--- src/rtl/kwi_pkg.sv ---
package kwi_pkg;
  localparam int          KWI_ADDR_W      = 16;
  localparam logic [15:0] KWI_VEC_DEFAULT = 16'h3FF8;
  localparam int          KWI_SYNC_DEF    = 2;
  localparam logic        KWI_LINE_IDLE   = 1'b1;
endpackage

--- src/rtl/kwi_sync.sv ---
module kwi_sync #(
  parameter int   STAGES = 2,
  parameter logic IDLE   = 1'b1
) (
  input  logic clk,
  input  logic rst,
  input  logic d_i,
  output logic q_o
);
  logic [STAGES-1:0] chain_q;

  generate
    if (STAGES == 1) begin : g_single
      always_ff @(posedge clk) begin
        if (rst) chain_q <= IDLE;
        else     chain_q <= d_i;
      end
    end else begin : g_multi
      always_ff @(posedge clk) begin
        if (rst) chain_q <= {STAGES{IDLE}};
        else     chain_q <= {chain_q[STAGES-2:0], d_i};
      end
    end
  endgenerate

  assign q_o = chain_q[STAGES-1];
endmodule

--- src/rtl/kwi_fall_det.sv ---
module kwi_fall_det #(
  parameter logic IDLE = 1'b1
) (
  input  logic clk,
  input  logic rst,
  input  logic sync_i,
  output logic fall_o
);
  logic dly_q;

  always_ff @(posedge clk) begin
    if (rst) dly_q <= IDLE;
    else     dly_q <= sync_i;
  end

  // Falling edge: previous value high, present value low.
  assign fall_o = dly_q & ~sync_i;
endmodule

--- src/rtl/kwi_pend_flag.sv ---
module kwi_pend_flag (
  input  logic clk,
  input  logic rst,
  input  logic fall_i,
  input  logic ack_i,
  output logic pend_o
);
  logic pend_q;

  // A new edge wins over a simultaneous acknowledge.
  always_ff @(posedge clk) begin
    if (rst)         pend_q <= 1'b0;
    else if (fall_i) pend_q <= 1'b1;
    else if (ack_i)  pend_q <= 1'b0;
  end

  assign pend_o = pend_q;
endmodule

--- src/rtl/kwi_cpu_latch.sv ---
module kwi_cpu_latch #(
  parameter int                ADDR_W   = 16,
  parameter logic [ADDR_W-1:0] VEC_ADDR = 16'h3FF8
) (
  input  logic              clk,
  input  logic              rst,
  input  logic              pend_i,
  input  logic              en_i,
  input  logic              mask_i,
  input  logic              ack_i,
  output logic              req_o,
  output logic              take_o,
  output logic [ADDR_W-1:0] vec_o
);
  logic req_q;

  // The request is held once latched; only an acknowledge releases it.
  always_ff @(posedge clk) begin
    if (rst)                 req_q <= 1'b0;
    else if (ack_i)          req_q <= 1'b0;
    else if (pend_i && en_i) req_q <= 1'b1;
  end

  assign req_o  = req_q;
  assign take_o = req_q & ~mask_i;
  assign vec_o  = take_o ? VEC_ADDR : '0;
endmodule

--- src/rtl/kwi_wake_irq.sv ---
module kwi_wake_irq
  import kwi_pkg::*;
#(
  parameter int                SYNC_STAGES = KWI_SYNC_DEF,
  parameter int                ADDR_W      = KWI_ADDR_W,
  parameter logic [ADDR_W-1:0] VEC_ADDR    = KWI_VEC_DEFAULT
) (
  input  logic              clk,
  input  logic              rst,
  input  logic              key_n_i,
  input  logic              wake_en_i,
  input  logic              cpu_mask_i,
  input  logic              ack_i,
  output logic              pend_o,
  output logic              irq_req_o,
  output logic              irq_take_o,
  output logic [ADDR_W-1:0] vec_addr_o
);
  logic key_sync;
  logic key_fall;

  kwi_sync #(.STAGES(SYNC_STAGES), .IDLE(KWI_LINE_IDLE)) sync_i (
    .clk(clk), .rst(rst), .d_i(key_n_i), .q_o(key_sync)
  );

  kwi_fall_det #(.IDLE(KWI_LINE_IDLE)) fall_i (
    .clk(clk), .rst(rst), .sync_i(key_sync), .fall_o(key_fall)
  );

  kwi_pend_flag pend_i (
    .clk(clk), .rst(rst), .fall_i(key_fall), .ack_i(ack_i), .pend_o(pend_o)
  );

  kwi_cpu_latch #(.ADDR_W(ADDR_W), .VEC_ADDR(VEC_ADDR)) latch_i (
    .clk(clk), .rst(rst), .pend_i(pend_o), .en_i(wake_en_i),
    .mask_i(cpu_mask_i), .ack_i(ack_i), .req_o(irq_req_o),
    .take_o(irq_take_o), .vec_o(vec_addr_o)
  );
endmodule

--- config.mk ---
export PLATFORM = sky130hd
export DESIGN_NAME = kwi_wake_irq
export DESIGN_NICKNAME = d
export VERILOG_FILES = /design/src/rtl/kwi_pkg.sv /design/src/rtl/kwi_sync.sv /design/src/rtl/kwi_fall_det.sv /design/src/rtl/kwi_pend_flag.sv /design/src/rtl/kwi_cpu_latch.sv /design/src/rtl/kwi_wake_irq.sv
export SDC_FILE = /design/constraint.sdc
export NUM_CORES = 1
export LEC_CHECK = 0
export BUFFER_PORTS_ARGS = -buffer_cell sky130_fd_sc_hd__buf_2
export CAP_MARGIN = 5
export CORE_AREA = 2 2 39 41
export CTS_BUF_LIST = sky130_fd_sc_hd__clkbuf_4
export DETAILED_ROUTE_END_ITERATION = 6
export DIE_AREA = 0 0 41 43
export PLACE_DENSITY = 0.6
export SETUP_SLACK_MARGIN = 0.2
export SYNTH_ARGS = -nofsm -noshare
export SYNTH_HDL_FRONTEND = slang
export SYNTH_HIERARCHICAL = 1
export SYNTH_SLANG_ARGS = --single-unit
--- constraint.sdc ---
create_clock -name clk -period 0.8 [get_ports clk]
set_input_delay 0.04 -clock clk [delete_from_list [all_inputs] [get_ports clk]]
set_output_delay 0.04 -clock clk [all_outputs]
set_load 0.05 [all_outputs]
==> metrics.txt <==
# TYPE chip_impl_metric gauge
chip_impl_metric{name="post-dp-hpwl",unit="um"} 327.9
chip_impl_metric{name="cts_made_buffers",unit=""} 3
chip_impl_metric{name="first_global_vias",unit=""} 210
chip_impl_info{name="cts-root-buf",value="sky130_fd_sc_hd__clkbuf_4"} 1
chip_impl_metric{name="power.static_leakage",unit="nW"} 0.2330
chip_impl_metric{name="setup-violations-final",unit=""} 14
chip_impl_metric{name="dp_worst_setup_slack",unit="ps"} -42.80
chip_impl_metric{name="cp_slowest_stage_delay",unit="ps"} 340
chip_impl_metric{name="gp_congestion",unit=""} 0.5408
chip_impl_info{name="worst_hold_path_type",value="in2reg"} 1
chip_impl_metric{name="fp-row-count",unit=""} 14
chip_impl_metric{name="internal_power",unit="mW"} 0.5133
chip_impl_metric{name="layout_setup_ws",unit="ps"} -225.4
chip_impl_metric{name="tritoncts_num_sinks",unit=""} 5
chip_impl_metric{name="synth_area",unit="um^2"} 296.5
chip_impl_metric{name="largest_fanout_on_the_critical_path",unit=""} 6
chip_impl_info{name="layout_common_cells",value="sky130_fd_sc_hd__buf_6 (13), sky130_fd_sc_hd__buf_2 (5), sky130_fd_sc_hd__conb_1 (5)"} 1
chip_impl_info{name="violations",value="negative hold slack, negative setup slack"} 1
chip_impl_metric{name="finalHoldViolations",unit=""} 3
chip_impl_info{name="start_kind",value="flip-flop"} 1
chip_impl_metric{name="multi_input_gate_area_in_the_final_layout",unit="um^2"} 100.1
chip_impl_metric{name="power.combinational.fraction",unit=""} 0.177
chip_impl_metric{name="synth_cells",unit=""} 32
chip_impl_info{name="mostFrequentLayoutCell",value="sky130_fd_sc_hd__buf_6"} 1
chip_impl_metric{name="global_route.overflow_total",unit=""} 0
chip_impl_metric{name="timing.final.max_slew_violations",unit=""} 0
chip_impl_metric{name="fillerInstances",unit=""} 163
chip_impl_metric{name="h_tree_levels",unit=""} 1
chip_impl_metric{name="synth-warning-count",unit=""} 6
chip_impl_info{name="tritoncts",value="done"} 1
chip_impl_metric{name="firstDrtPassIters",unit=""} 1
chip_impl_metric{name="yosysSeqAreaShare",unit=""} 0.3376
chip_impl_metric{name="reported_max_cap_violation_count",unit=""} 0
chip_impl_info{name="timing.setup.critical_path_class",value="reg2out"} 1
chip_impl_metric{name="sw_frac_of_total",unit=""} 0.2874
chip_impl_metric{name="flop_and_latch_count_out_of_synthesis",unit=""} 5
chip_impl_metric{name="sequentialPowerShare",unit=""} 0.358
chip_impl_metric{name="worst_ep_required_time",unit="ps"} 760
chip_impl_metric{name="number_of_nets_with_antenna_violations_after_detailed_routing",unit=""} 0
chip_impl_metric{name="vias_per_cell",unit=""} 3.594
chip_impl_metric{name="routed_wl",unit="um"} 595
chip_impl_metric{name="layout-drive-gt1-share",unit=""} 0.7708
chip_impl_metric{name="grtUsageTotal",unit=""} 0.07847
chip_impl_metric{name="grt_antenna_before_repair",unit=""} 0
chip_impl_metric{name="clkTransAtPathRegs",unit="ps"} 50
chip_impl_info{name="crit_slowest_cell",value="sky130_fd_sc_hd__dfxtp_4"} 1
chip_impl_metric{name="worst_hold_slack",unit="ps"} -39.14
chip_impl_metric{name="ant_diodes",unit=""} 0
chip_impl_metric{name="nets",unit=""} 55
chip_impl_metric{name="synthToLayoutAreaGrowth",unit="%"} 64.14
chip_impl_info{name="critical_path.cell_chain",value="and2b_4 > buf_6"} 1
chip_impl_metric{name="seqCellArea",unit="um^2"} 108.9
chip_impl_metric{name="post_synth.cell_area_avg",unit="um^2"} 9.267
chip_impl_metric{name="die_h",unit="um"} 43
chip_impl_metric{name="initial_core_util",unit=""} 0.2143
chip_impl_metric{name="timing.final.crit_period",unit="ps"} 1025
chip_impl_metric{name="dr.first_iter.drc_count",unit=""} 0
chip_impl_metric{name="die_area",unit="um^2"} 1763
chip_impl_metric{name="grt_max_degree",unit=""} 7
chip_impl_metric{name="max_freq",unit="GHz"} 0.9752
chip_impl_metric{name="port-buffer-count",unit=""} 19
chip_impl_metric{name="fin_total_pwr",unit="mW"} 0.7203
chip_impl_metric{name="detail_route.drc_violations",unit=""} 0
chip_impl_metric{name="cts_max_path_buffers",unit=""} 2
chip_impl_metric{name="dpl-instance-area",unit="um^2"} 324.1
chip_impl_info{name="cp-end-kind",value="output pin"} 1
chip_impl_metric{name="finClkSkew",unit="ps"} 4.349
chip_impl_metric{name="route.detailed.wl_per_inst",unit="um"} 9.297
chip_impl_info{name="outcome",value="complete, but fails checks"} 1
chip_impl_metric{name="power.ir.vdd_worst",unit="uV"} 872.4
chip_impl_metric{name="yosysUniqueCellTypes",unit=""} 10
chip_impl_metric{name="top_level_ports",unit=""} 25
chip_impl_metric{name="post-route-period-util",unit=""} 1.282
chip_impl_metric{name="cp.arrival",unit="ps"} 990
chip_impl_info{name="rsz_0062_raised_after_global_routing",value="yes"} 1
chip_impl_metric{name="clkPwrFrac",unit=""} 0.465
chip_impl_metric{name="design_area",unit="um^2"} 486.7
chip_impl_metric{name="vias",unit=""} 230
chip_impl_metric{name="core-area",unit="um^2"} 1384
chip_impl_metric{name="power_density",unit="nW/um^2"} 1480
chip_impl_metric{name="worstSkewPairLatency",unit="ps"} 250
chip_impl_metric{name="net-switching-power",unit="mW"} 0.2070
chip_impl_metric{name="grt_first_pass_wirelength",unit="um"} 890
chip_impl_metric{name="die_w",unit="um"} 41
[worst max-delay path, delay by kind of cell, from the launching register on]
| family | cells | cell delay (ps) |
|---|---|---|
| buffers and inverters | 1 | 180 |
| DFF | 1 | 340 |
| and+or+nand+nor | 1 | 210 |
[power groups by stage]
stage	Clock, mW	Combinational [mW]	Sequential (mW)
floorplan	0	0.102	0.270
global placement	0	0.109	0.261
detailed placement	0	0.110	0.262
CTS	0.350	0.127	0.257
global route	0.358	0.137	0.258
finish	0.335	0.128	0.258
[per-stage QoR]
step | util | cells | TNS, ps
floorplan | - | 36 | -2835
global route | 0.3517 | 64 | -3573
detailed placement | 0.2342 | 56 | -487.3
global placement | 0.2342 | 56 | -342.7
CTS | 0.3463 | 63 | -3039
finish | 0.3517 | 64 | -3030
[what timing repair did]
| action | CTS | global route |
|---|---|---|
| pin swaps | 1 | 1 |
| buffers inserted | 2 | 1 |
| resized for setup | 34 | 0 |
| gates cloned | 1 | 0 |
| endpoints found under the hold margin | 3 | 2 |
| endpoints found under the setup margin | 17 | 18 |
[sequential cells by signal (all words and copies together) (netlist names)]
signal,count
latch_i/req_o,1
fall_i/dly_q,1
pend_i/pend_o,1
sync_i/chain_q,2
[logic make-up (layout without fill, tap and decap cells)]
logic type      after synthesis  after routing  synth area share
flops                         5              5            0.3376
compound gates                2              2           0.05908
simple gates                  7              8            0.1730
buf+inv                      17             28            0.4177
other cells                   1              5           0.01265
[Yosys cell counts]
cell                       number  area [um^2]
sky130_fd_sc_hd__and2b_2        1        8.760
sky130_fd_sc_hd__or2_1          3        18.77
sky130_fd_sc_hd__nor3_2         1        10.01
sky130_fd_sc_hd__inv_1          1        3.750
sky130_fd_sc_hd__buf_4         16        120.1
sky130_fd_sc_hd__conb_1         1        3.750
sky130_fd_sc_hd__dfxtp_1        5        100.1
sky130_fd_sc_hd__nand2b_1       1        6.260
sky130_fd_sc_hd__and2b_1        1        7.510
sky130_fd_sc_hd__a21oi_2        2        17.52
[path summary, 6_finish.rpt]
path,startpoint,to,slack (ps),depth (start not counted)
setup / recovery,latch_i/req_o$_SDFFE_PP0P_,irq_take_o,-230,2
hold / removal,ack_i,latch_i/req_o$_SDFFE_PP0P_,-40,2
setup reg to reg,latch_i/req_o$_SDFFE_PP0P_,latch_i/req_o$_SDFFE_PP0P_,-160,5
hold reg to reg,sync_i/chain_q[0]$_SDFF_PP1_,sync_i/chain_q[1]$_SDFF_PP1_,400,1
[final cells by class]
type                    count  share of cell area
inverters                   1            0.007712
clock buffers               4             0.06170
repair buffers             23              0.4602
flip-flops and latches      5              0.2236
multi-input cells          15              0.2057
well taps                  16             0.04113
[per-layer routing]
layer,track usage,wire length [um],vias to the layer above
met4,0.08000,17,0
met3,0.02094,32,2
met1,0.07120,154,108
met2,0.1250,391,11
met5,0,0,-
li1,-,-,109
(Power assumes the default switching activity.)
